--- src/rtl/sdram_wseq_pkg.sv ---
package sdram_wseq_pkg;

  typedef enum logic [1:0] {
    OP_WRITE = 2'd0,
    OP_READ  = 2'd1,
    OP_TERM  = 2'd2,
    OP_PRE   = 2'd3
  } host_op_e;

  localparam logic [3:0] CMD_NOP   = 4'b0111;
  localparam logic [3:0] CMD_READ  = 4'b0101;
  localparam logic [3:0] CMD_WRITE = 4'b0100;
  localparam logic [3:0] CMD_BST   = 4'b0110;
  localparam logic [3:0] CMD_PRE   = 4'b0010;

endpackage

--- src/rtl/sdram_wseq_trp.sv ---
// Per-bank precharge recovery counters.
module sdram_wseq_trp #(
  parameter int BANKS = 4,
  parameter int T_RP  = 3,
  localparam int BA_W = (BANKS > 1) ? $clog2(BANKS) : 1,
  localparam int CW   = $clog2(T_RP + 1)
) (
  input  logic            clk,
  input  logic            rst_n,
  input  logic            pre_fire,
  input  logic [BA_W-1:0] pre_bank,
  input  logic [BA_W-1:0] ask_bank,
  output logic            ask_busy
);

  logic [BANKS-1:0] busy;

  for (genvar b = 0; b < BANKS; b++) begin : g_bank
    logic [CW-1:0] cnt_q;
    logic [CW-1:0] cnt_d;
    logic          cnt_en;

    always_comb begin
      cnt_d  = cnt_q;
      cnt_en = 1'b0;
      if (pre_fire && (pre_bank == BA_W'(b))) begin
        cnt_d  = CW'(T_RP - 1);
        cnt_en = 1'b1;
      end else if (cnt_q != '0) begin
        cnt_d  = cnt_q - CW'(1);
        cnt_en = 1'b1;
      end
    end

    always_ff @(posedge clk or negedge rst_n) begin
      if (!rst_n) begin
        cnt_q <= '0;
      end else if (cnt_en) begin
        cnt_q <= cnt_d;
      end
    end

    assign busy[b] = (cnt_q != '0);
  end

  assign ask_busy = busy[ask_bank];

endmodule

--- src/rtl/sdram_wseq_wbeat.sv ---
// Write beat counter and DQ / DQM drive.
module sdram_wseq_wbeat #(
  parameter int BURST_LEN = 4,
  parameter int DQ_W      = 16,
  localparam int DM_W     = DQ_W / 8,
  localparam int LW       = $clog2(BURST_LEN + 1)
) (
  input  logic            clk,
  input  logic            rst_n,
  input  logic            start,
  input  logic            stop,
  input  logic [DQ_W-1:0] wr_data,
  output logic [DQ_W-1:0] dq_out,
  output logic            dq_oe,
  output logic [DM_W-1:0] dqm
);

  logic [LW-1:0]   left_q, left_d;
  logic            oe_q, oe_d;
  logic [DQ_W-1:0] dq_q;

  always_comb begin
    left_d = left_q;
    oe_d   = 1'b0;
    if (start) begin
      oe_d   = 1'b1;
      left_d = LW'(BURST_LEN - 1);
    end else if (stop) begin
      left_d = '0;
    end else if (left_q != '0) begin
      oe_d   = 1'b1;
      left_d = left_q - LW'(1);
    end
  end

  always_ff @(posedge clk or negedge rst_n) begin
    if (!rst_n) begin
      left_q <= '0;
      oe_q   <= 1'b0;
    end else begin
      left_q <= left_d;
      oe_q   <= oe_d;
    end
  end

  // Data path register, loaded only for a driven beat.
  always_ff @(posedge clk) begin
    if (oe_d) begin
      dq_q <= wr_data;
    end
  end

  assign dq_out = dq_q;
  assign dq_oe  = oe_q;
  assign dqm    = {DM_W{~oe_q}};

endmodule

--- src/rtl/sdram_wseq_rdcap.sv ---
// Read beat tracking and CAS-latency capture pipeline.
module sdram_wseq_rdcap #(
  parameter int BURST_LEN = 4,
  parameter int CAS_LAT   = 2,
  parameter int DQ_W      = 16,
  localparam int LW       = $clog2(BURST_LEN + 1)
) (
  input  logic            clk,
  input  logic            rst_n,
  input  logic            start,
  input  logic [DQ_W-1:0] dq_in,
  output logic            rd_valid,
  output logic [DQ_W-1:0] rd_data,
  output logic            busy
);

  logic [LW-1:0]      left_q, left_d;
  logic               beat_q, beat_d;
  logic [CAS_LAT-1:0] sh_q, sh_d;
  logic               cap;
  logic               rv_q;
  logic [DQ_W-1:0]    rd_q;

  always_comb begin
    left_d = left_q;
    beat_d = 1'b0;
    if (start) begin
      beat_d = 1'b1;
      left_d = LW'(BURST_LEN - 1);
    end else if (left_q != '0) begin
      beat_d = 1'b1;
      left_d = left_q - LW'(1);
    end
  end

  if (CAS_LAT == 1) begin : g_cl1
    assign sh_d = beat_q;
  end else begin : g_cln
    assign sh_d = {sh_q[CAS_LAT-2:0], beat_q};
  end

  assign cap = sh_q[CAS_LAT-1];

  always_ff @(posedge clk or negedge rst_n) begin
    if (!rst_n) begin
      left_q <= '0;
      beat_q <= 1'b0;
      sh_q   <= '0;
      rv_q   <= 1'b0;
    end else begin
      left_q <= left_d;
      beat_q <= beat_d;
      sh_q   <= sh_d;
      rv_q   <= cap;
    end
  end

  always_ff @(posedge clk) begin
    if (cap) begin
      rd_q <= dq_in;
    end
  end

  assign rd_valid = rv_q;
  assign rd_data  = rd_q;
  assign busy     = beat_q | (left_q != '0) | (|sh_q);

endmodule

--- src/rtl/sdram_wseq.sv ---
module sdram_wseq
  import sdram_wseq_pkg::*;
#(
  parameter int BURST_LEN = 4,
  parameter int CAS_LAT   = 2,
  parameter int T_RP      = 3,
  parameter int COL_W     = 8,
  parameter int DQ_W      = 16,
  parameter int BANKS     = 4,
  localparam int BA_W     = (BANKS > 1) ? $clog2(BANKS) : 1,
  localparam int DM_W     = DQ_W / 8
) (
  input  logic             clk,
  input  logic             rst_n,
  input  logic             req_valid,
  input  logic [1:0]       req_op,
  input  logic [BA_W-1:0]  req_bank,
  input  logic [COL_W-1:0] req_col,
  output logic             req_ready,
  input  logic [DQ_W-1:0]  wr_data,
  output logic [3:0]       sd_cmd,
  output logic [BA_W-1:0]  sd_ba,
  output logic [COL_W-1:0] sd_addr,
  output logic [DQ_W-1:0]  sd_dq_out,
  output logic             sd_dq_oe,
  output logic [DM_W-1:0]  sd_dqm,
  input  logic [DQ_W-1:0]  sd_dq_in,
  output logic             rd_valid,
  output logic [DQ_W-1:0]  rd_data
);

  // Reset: asserted asynchronously, released on the clock.
  logic [1:0] rs_q;
  logic       rst_i_n;

  always_ff @(posedge clk or negedge rst_n) begin
    if (!rst_n) begin
      rs_q <= 2'b00;
    end else begin
      rs_q <= {rs_q[0], 1'b1};
    end
  end

  assign rst_i_n = rs_q[1];

  host_op_e op;
  logic     accept;
  logic     go_wr, go_rd, go_term, go_pre;
  logic     bank_busy;
  logic     rd_busy;

  assign op      = host_op_e'(req_op);
  assign accept  = req_valid & req_ready;
  assign go_wr   = accept & (op == OP_WRITE);
  assign go_rd   = accept & (op == OP_READ);
  assign go_term = accept & (op == OP_TERM);
  assign go_pre  = accept & (op == OP_PRE);

  assign req_ready = rst_i_n & ~rd_busy & ((op == OP_TERM) | ~bank_busy);

  // Command bus: next-state and register.
  logic [3:0]       cmd_q, cmd_d;
  logic [BA_W-1:0]  ba_q, ba_d;
  logic [COL_W-1:0] addr_q, addr_d;
  logic             addr_en;

  always_comb begin
    cmd_d   = CMD_NOP;
    ba_d    = ba_q;
    addr_d  = addr_q;
    addr_en = 1'b0;
    if (accept) begin
      unique case (op)
        OP_WRITE: begin
          cmd_d   = CMD_WRITE;
          ba_d    = req_bank;
          addr_d  = req_col;
          addr_en = 1'b1;
        end
        OP_READ: begin
          cmd_d   = CMD_READ;
          ba_d    = req_bank;
          addr_d  = req_col;
          addr_en = 1'b1;
        end
        OP_TERM: begin
          cmd_d   = CMD_BST;
        end
        OP_PRE: begin
          cmd_d   = CMD_PRE;
          ba_d    = req_bank;
          addr_d  = '0;
          addr_en = 1'b1;
        end
        default: cmd_d = CMD_NOP;
      endcase
    end
  end

  always_ff @(posedge clk or negedge rst_i_n) begin
    if (!rst_i_n) begin
      cmd_q  <= CMD_NOP;
      ba_q   <= '0;
      addr_q <= '0;
    end else begin
      cmd_q <= cmd_d;
      if (addr_en) begin
        ba_q   <= ba_d;
        addr_q <= addr_d;
      end
    end
  end

  assign sd_cmd  = cmd_q;
  assign sd_ba   = ba_q;
  assign sd_addr = addr_q;

  sdram_wseq_trp #(
    .BANKS (BANKS),
    .T_RP  (T_RP)
  ) u_trp (
    .clk      (clk),
    .rst_n    (rst_i_n),
    .pre_fire (go_pre),
    .pre_bank (req_bank),
    .ask_bank (req_bank),
    .ask_busy (bank_busy)
  );

  sdram_wseq_wbeat #(
    .BURST_LEN (BURST_LEN),
    .DQ_W      (DQ_W)
  ) u_wbeat (
    .clk     (clk),
    .rst_n   (rst_i_n),
    .start   (go_wr),
    .stop    (go_rd | go_term | go_pre),
    .wr_data (wr_data),
    .dq_out  (sd_dq_out),
    .dq_oe   (sd_dq_oe),
    .dqm     (sd_dqm)
  );

  sdram_wseq_rdcap #(
    .BURST_LEN (BURST_LEN),
    .CAS_LAT   (CAS_LAT),
    .DQ_W      (DQ_W)
  ) u_rdcap (
    .clk      (clk),
    .rst_n    (rst_i_n),
    .start    (go_rd),
    .dq_in    (sd_dq_in),
    .rd_valid (rd_valid),
    .rd_data  (rd_data),
    .busy     (rd_busy)
  );

endmodule

--- config.mk ---
export PLATFORM = sky130hd
export DESIGN_NAME = sdram_wseq
export DESIGN_NICKNAME = d
export VERILOG_FILES = /design/src/rtl/sdram_wseq_pkg.sv /design/src/rtl/sdram_wseq_trp.sv /design/src/rtl/sdram_wseq_wbeat.sv /design/src/rtl/sdram_wseq_rdcap.sv /design/src/rtl/sdram_wseq.sv
export SDC_FILE = /design/constraint.sdc
export NUM_CORES = 1
export LEC_CHECK = 0
export BUFFER_PORTS_ARGS = -buffer_cell sky130_fd_sc_hd__buf_4
export CORE_ASPECT_RATIO = 1.2
export CORE_MARGIN = 2
export CORE_UTILIZATION = 48
export DETAILED_ROUTE_END_ITERATION = 6
export HOLD_SLACK_MARGIN = 0.08
export MAX_ROUTING_LAYER = met4
export PLACE_DENSITY = 0.84
export SYNTH_ARGS = -nofsm -noshare
export SYNTH_HDL_FRONTEND = slang
export SYNTH_SLANG_ARGS = --single-unit
--- constraint.sdc ---
create_clock -name clk -period 2.7 [get_ports clk]
set_clock_uncertainty 0.05 [all_clocks]
set_input_delay 0.54 -clock clk [delete_from_list [all_inputs] [get_ports clk]]
set_output_delay 0.54 -clock clk [all_outputs]
set_load 0.02 [all_outputs]
==> run_results.csv, run 1 <==
group,metric,value,unit
clock_tree,clk_pin_slew,70,ps
clock_tree,clk_latency,330,ps
die,placeableCoreArea,4970,sq um
finish,area.sequential,1820,sq um
synthesis,syn-instance-count,157,
die,die_w,69.9,um
global_routing,grt_pass1_wl,8450,um
finish,post_route_cells_drive_above_1_share,48.0,%
detailed_routing,via_per_inst,4.92,
worst_setup_path,critPathKind,"reg -> out",
worst_hold_path,hold_path_class,"reg -> async",
synthesis,post_synth_mux_area_share,3.55,%
clock_tree,clockRootBuffer,"sky130_fd_sc_hd__clkbuf_8",
die,die_boundary_height,83.1,um
worst_setup_path,critical_path_required,2110,ps
finish,layout.nets,319,
finish,n_antenna_cell,0,
place,hpwlAfterDp,3900,um
power_and_ir_drop,power_per_cell_area,1060,nW/um^2
worst_setup_path,ff2ff_path_depth,6,
place,place.gp.congestion,0.793,
worst_setup_path,r2r_slack,460,ps
global_routing,grt_antenna_before_repair,0,
detailed_routing,wl,5290,um
clock_tree,cts-buffers-inserted,9,
detailed_routing,drt_drc_violations_left,0,
clock_tree,cts.sink_count,66,
die,starting_density,50.3,%
finish,layout.cell_area.non_filler,3550,sq um
global_routing,grt.total_usage,19.9,%
worst_setup_path,crit_arrival,1950,ps
synthesis,synth_compound_area_share,8.10,%
synthesis,synth_adder_area_share,4.00,%
detailed_routing,drt-wirelength-per-cell,16.1,um
place,placement.cell_area,3300,sq um
worst_setup_path,timing.rr.end,"u_wbeat.dq_out[4]",
synthesis,synth_top_family_by_area,"compound AO/OA/AOI/OAI gates",
worst_setup_path,timing.critical_path.fanout_max,6,
power_and_ir_drop,static-leakage-power,1.69,nW
timing,slew_viols_final,0,
worst_setup_path,setup.worst_path.end,"req_ready",
clock_tree,tritoncts,"done",
flow_run,drv_cap,0,
die,io_pins,98,
synthesis,post_synth_xor_area_fraction,2.10,%
power_and_ir_drop,ir_worst_vdd,0.622,mV
timing,rsz0062_at_grt,"no",
detailed_routing,antenna_left,0,
timing,timing.setup.tns,0,ps
worst_setup_path,worst_r2r_startpoint,"u_trp.g_bank[0].cnt_q[0]",
timing,final.min_clock_period,2540,ps
worst_setup_path,crit_path_end_kind,"output pin",
synthesis,synthesis.area,2500,sq um
finish,multi_input_comb_area,606,sq um
place,placement.io_buffers,96,
die,dieArea,5810,sq um
place,placedCellCount,312,
synthesis,yosysUniqueCellTypes,33,
clock_tree,cts_max_path_buffers,2,
synthesis,ys_warn_count,0,
finish,final_core_utilization,71.3,%
finish,final_cells,329,
power_and_ir_drop,overall_power_consumption,3.76,mW
global_routing,grt_overflow,0,
synthesis,synthesis.nets,212,
die,placementRows,28,
clock_tree,htree_levels,3,
timing,setup_viol_count_final,0,
worst_setup_path,startpoint,"u_trp.g_bank[0].cnt_q[0]",
detailed_routing,number_of_detailed_routing_iterations_run_before_antenna_repair,4,
timing,finalCritPeriodShare,94.1,%
worst_setup_path,cp-start-kind,"flip-flop",
timing,fmax,0.394,GHz
synthesis,yosys.area_share.simple,5.90,%
status,outcome,"complete, no violations",
timing,finalHoldViolations,0,
synthesis,synth.yosys.seq_area_share,72.6,%
global_routing,grt_max_degree,33,
global_routing,first_global_vias,1715,
finish,layout.filler_cells,328,
synthesis,ys_ff_latch,66,
finish,areaGrowthSynthToFinish,41.8,%
detailed_routing,detailroute.via_count,1618,
synthesis,avgSynthCellArea,15.9,sq um
detailed_routing,drt_iter0_markers,107,
-- power breakdown --
part	internal, mW	switching, mW	leakage [nW]
sequential	1.40	0.132	0.733
clock	0.613	0.374	0.120
combinational	0.575	0.667	0.841
-- area by class of cell --
class,count,share of cell area [%]
Clock buffer,9,3.49
Timing Repair Buffer,100,21.2
Inverter,15,1.59
Multi-Input combinational cell,72,17.1
Sequential cell,66,51.2
Clock inverter,7,3.28
Tap cell,60,2.12
-- cells by family (layout without fill, tap and decap cells) --
logic type | after synthesis | in the layout
flip-flops | 66 | 66
multiplexers | 7 | 7
XOR/XNOR | 6 | 6
other | 2 | 2
AO/OA/AOI/OAI | 29 | 29
AND/OR/NAND/NOR | 20 | 20
adder cells (fa/ha/maj) | 8 | 8
buffers and inverters | 19 | 131
-- metrics by stage --
| step | worst slack, ps | hold slack [ps] |
|---|---|---|
| 2_1_floorplan | 316 | 194 |
| 3_3_place_gp | 447 | 273 |
| 3_5_place_dp | 423 | 268 |
| 4_1_cts | 152 | 280 |
| 5_1_grt | 68.6 | 306 |
| 6_report | 160 | 262 |
-- repair_timing --
action / in CTS / in global routing
buffers inserted: 0 / 0
endpoints found under the hold margin: 2 / 0
hold buffers: 1 / 0
resized for setup: 0 / 0
setup endpoints to repair: 0 / 0
-- worst min path at each step --
stage / start / to / slack (ps) / depth (start not counted)
6_report: rs_q[1] / sd_addr[4] / 260 / 1
5_1_grt: wr_data[7] / u_wbeat.dq_out[7] / 310 / 1
4_1_cts: rs_q[1] / u_rdcap.rd_valid / 280 / 1
3_5_place_dp: rs_q[1] / u_rdcap.sh_q[0] / 270 / 1
3_3_place_gp: rs_q[1] / u_rdcap.beat_q / 270 / 1
2_1_floorplan: rst_n / rs_q[0] / 190 / 0
-- synth_stat cells, drive strengths merged --
cell type	n	area, sq um
dfstp	3	78.8
mux4	1	22.5
or2b	1	7.51
dfrtp	31	776
mux2i	1	10.0
nand4	1	12.5
edfxtp	32	961
clkbuf	1	3.75
conb	2	7.51
ha	8	100
a22o	8	70.1
nor4b	1	23.8
o31a	1	8.76
buf	3	26.3
inv	15	56.3
o31ai	1	7.51
nand2	1	3.75
xnor2	6	52.6
o21ai	7	35.0
and2	1	6.26
nor2	7	26.3
and4b	1	10.0
a21oi	4	20.0
mux2	5	56.3
o22ai	3	18.8
and3b	1	8.76
o211a	2	20.0
o21a	3	22.5
nor2b	3	18.8
nand4b	2	23.8
nand2b	1	6.26
-- flip-flops by register name, summed over array words and instances (netlist names) --
register,flops
u_rdcap.sh_q,2
u_rdcap.rd_valid,1
u_wbeat.left_q,3
sd_cmd,3
u_wbeat.dq_out,16
u_trp.g_bank.cnt_q,8
u_wbeat.dq_oe,1
u_rdcap.rd_data,16
u_rdcap.beat_q,1
sd_addr,8
rs_q,2
sd_ba,2
u_rdcap.left_q,3
-- per-layer routing --
metal	wire, um	vias up	global-route usage, %	part of all wire (%)
li1	-	774	-	-
met1	2070	766	21.1	39
met2	2780	68	34.1	53
met3	352	10	6.43	6.7
met4	82	0	7.87	1.6
met5	0	-	-	0
-- cell usage in the layout, fill, tap and decap left out, types with 3 or more instances in the layout --
cell	n
sky130_fd_sc_hd__o21a_1	3
sky130_fd_sc_hd__bufinv_16	3
sky130_fd_sc_hd__nor2_1	7
sky130_fd_sc_hd__a22o_1	8
sky130_fd_sc_hd__inv_1	15
sky130_fd_sc_hd__dfrtp_1	30
sky130_fd_sc_hd__xnor2_1	6
sky130_fd_sc_hd__clkbuf_8	9
sky130_fd_sc_hd__ha_1	8
sky130_fd_sc_hd__mux2_2	5
sky130_fd_sc_hd__a21oi_1	4
sky130_fd_sc_hd__o21ai_0	7
sky130_fd_sc_hd__buf_4	99
sky130_fd_sc_hd__nor2b_1	3
sky130_fd_sc_hd__edfxtp_1	32
sky130_fd_sc_hd__dfstp_2	3
-- critical path, cell delays in order, from the launching register on --
cell and delay (ps):
sky130_fd_sc_hd__dfrtp_1 370, sky130_fd_sc_hd__inv_1 50, sky130_fd_sc_hd__ha_1 240, sky130_fd_sc_hd__mux4_2 550
sky130_fd_sc_hd__o211a_1 250, sky130_fd_sc_hd__buf_4 150
Note: power is estimated with default switching activity, not from simulation.
==> run 2, diff against run 1 <==
Settings changed: CORE_UTILIZATION 48 to 50, CTS_BUF_LIST set to sky130_fd_sc_hd__clkbuf_8, PLACE_DENSITY 0.84 to 0.87, REMOVE_ABC_BUFFERS set to 1.
==> run 2 against run 1 <==
Compared with the run above: utilization rose by 1.4 points; die area fell by 3.8%; total power rose by 0.42%; critical path type unchanged.
==> run_results.csv, run 2 (synthesis results as in run 1) <==
group,metric,value,unit
detailed_routing,via_per_inst,4.98,
clock_tree,clk_pin_slew,80,ps
global_routing,grt_max_degree,33,
die,die_boundary_height,81.5,um
worst_hold_path,hold_path_class,"reg -> async",
place,hpwlAfterDp,3690,um
flow_run,drv_cap,0,
power_and_ir_drop,power.net_switching,1.19,mW
detailed_routing,drt_iter0_markers,107,
global_routing,first_global_vias,1607,
timing,setup_viol_count_final,0,
timing,final.min_clock_period,2580,ps
finish,post_route_cells_drive_above_1_share,46.8,%
worst_setup_path,cp-start-kind,"flip-flop",
die,placementRows,28,
global_routing,grt_overflow,0,
power_and_ir_drop,p_seq_share,40.6,%
finish,layout.nets,319,
power_and_ir_drop,static-leakage-power,1.69,nW
power_and_ir_drop,p_clk_share,26.0,%
worst_setup_path,cp_num_buf_inv,2,
worst_setup_path,startpoint,"u_trp.g_bank[3].cnt_q[0]",
timing,fmax,0.387,GHz
timing,postLayoutSetupSlackWorst,118,ps
timing,finalHoldViolations,0,
worst_setup_path,critical_path.max_stage_delay,590,ps
detailed_routing,number_of_detailed_routing_iterations_run_before_antenna_repair,4,
power_and_ir_drop,internal_power,2.59,mW
power_and_ir_drop,power.combinational.fraction,33.4,%
worst_setup_path,worst-path-stages,5,
worst_setup_path,timing.critical_path.cells,"inv_1 > ha_1 > mux4_2 > o211a_1 > buf_4",
die,die_w,68.6,um
worst_setup_path,r2r_slack,370,ps
clock_tree,clockRootBuffer,"sky130_fd_sc_hd__clkbuf_8",
global_routing,grt_pass1_wl,7630,um
die,placeableCoreArea,4870,sq um
place,post_place_worst_slack,382,ps
finish,n_antenna_cell,0,
power_and_ir_drop,power_per_cell_area,1070,nW/um^2
place,placement.io_buffers,96,
clock_tree,cts_max_path_buffers,2,
timing,slew_viols_final,0,
die,starting_density,51.4,%
timing,rsz0062_at_grt,"no",
clock_tree,postCtsResizedCells,0,
worst_setup_path,timing.rr.end,"u_wbeat.dq_out[3]",
worst_setup_path,setup.worst_path.end,"req_ready",
detailed_routing,drt_drc_violations_left,0,
finish,areaGrowthSynthToFinish,41.6,%
worst_setup_path,crit_arrival,1990,ps
timing,finalCritPeriodShare,95.6,%
global_routing,grt_antenna_before_repair,0,
worst_setup_path,cpMaxStageDelayCell,"sky130_fd_sc_hd__mux4_2",
worst_setup_path,worst_r2r_startpoint,"u_trp.g_bank[3].cnt_q[0]",
power_and_ir_drop,ir_worst_vdd,0.621,mV
die,dieArea,5590,sq um
finish,most-common-layout-cells,"sky130_fd_sc_hd__buf_4, sky130_fd_sc_hd__edfxtp_1, sky130_fd_sc_hd__dfrtp_1",
global_routing,grt.total_usage,20.3,%
status,outcome,"complete, no violations",
worst_setup_path,timing.critical_path.fanout_max,6,
place,place.gp.congestion,0.774,
clock_tree,clk_latency,330,ps
finish,layout.cell_area.non_filler,3540,sq um
worst_setup_path,critPathKind,"reg -> out",
detailed_routing,antenna_left,0,
detailed_routing,drt-wirelength-per-cell,16.1,um
place,placement.cell_area,3290,sq um
power_and_ir_drop,swShare,31.5,%
detailed_routing,wl,5310,um
finish,layout.cells.most_common,"sky130_fd_sc_hd__buf_4",
worst_setup_path,crit_path_end_kind,"output pin",
clock_tree,htree_levels,3,
die,io_pins,98,
clock_tree,cts.sink_count,66,
detailed_routing,detailroute.via_count,1637,
clock_tree,cts-buffers-inserted,9,
worst_setup_path,crit_path_max_delay_family,"multiplexers",
worst_setup_path,ff2ff_path_depth,6,
worst_setup_path,critical_path_required,2110,ps
clock_tree,tritoncts,"done",
run 2: cell types whose count changed in the layout (fill, tap and decap cells not counted), sizes merged:
cell and change:
clkinvlp +1, inv -1
run 2: layer usage:
| metal | wire, um | part of all wire [%] | global-route usage (%) | vias to the layer above |
|---|---|---|---|---|
| met2 | 2970 | 56 | 31.9 | 55 |
| li1 | - | - | - | 774 |
| met3 | 261 | 4.9 | 4.52 | 8 |
| met5 | 0 | 0 | - | - |
| met1 | 1970 | 37 | 23.4 | 800 |
| met4 | 109 | 2.1 | 12.4 | 0 |
run 2: stage by stage:
stage	power, mW	TNS (ps)	util (%)	hold slack, ps	instances
2_1_floorplan	2.33	-5790	-	194	153
3_3_place_gp	2.74	0	67.5	273	312
3_5_place_dp	2.80	0	67.5	274	312
4_1_cts	3.81	0	72.7	303	329
5_1_grt	3.99	0	72.7	310	329
6_report	3.78	0	72.7	280	329
run 2: power by group through the flow:
stage	combinational [mW]	clock, mW	sequential (mW)
5_1_grt	1.38	1.04	1.57
3_5_place_dp	1.25	0	1.55
2_1_floorplan	0.565	0	1.77
3_3_place_gp	1.21	0	1.53
6_report	1.26	0.982	1.53
4_1_cts	1.28	1.00	1.54
run 2: worst min path at each step:
stage,startpoint,end
finish,rs_q[1],u_trp.g_bank[1].cnt_q[1]
global placement,rst_n,rs_q[0]
CTS,rs_q[1],u_trp.g_bank[1].cnt_q[0]
floorplan,rst_n,rs_q[0]
detailed placement,rst_n,rs_q[0]
global route,wr_data[1],u_wbeat.dq_out[1]
run 2: what timing repair did:
action | in CTS | in global routing
hold buffers | 1 | 0
setup buffers | 0 | 0
hold endpoints to repair | 2 | 0
run 2: final cells by class:
class / count / area [sq um]
Tap cell: 60 / 75.1
Multi-Input combinational cell: 72 / 599
Fill cell: 291 / 1330
Sequential cell: 66 / 1820
Clock buffer: 9 / 124
Clock inverter: 7 / 118
Timing Repair Buffer: 100 / 753
Inverter: 15 / 56.3
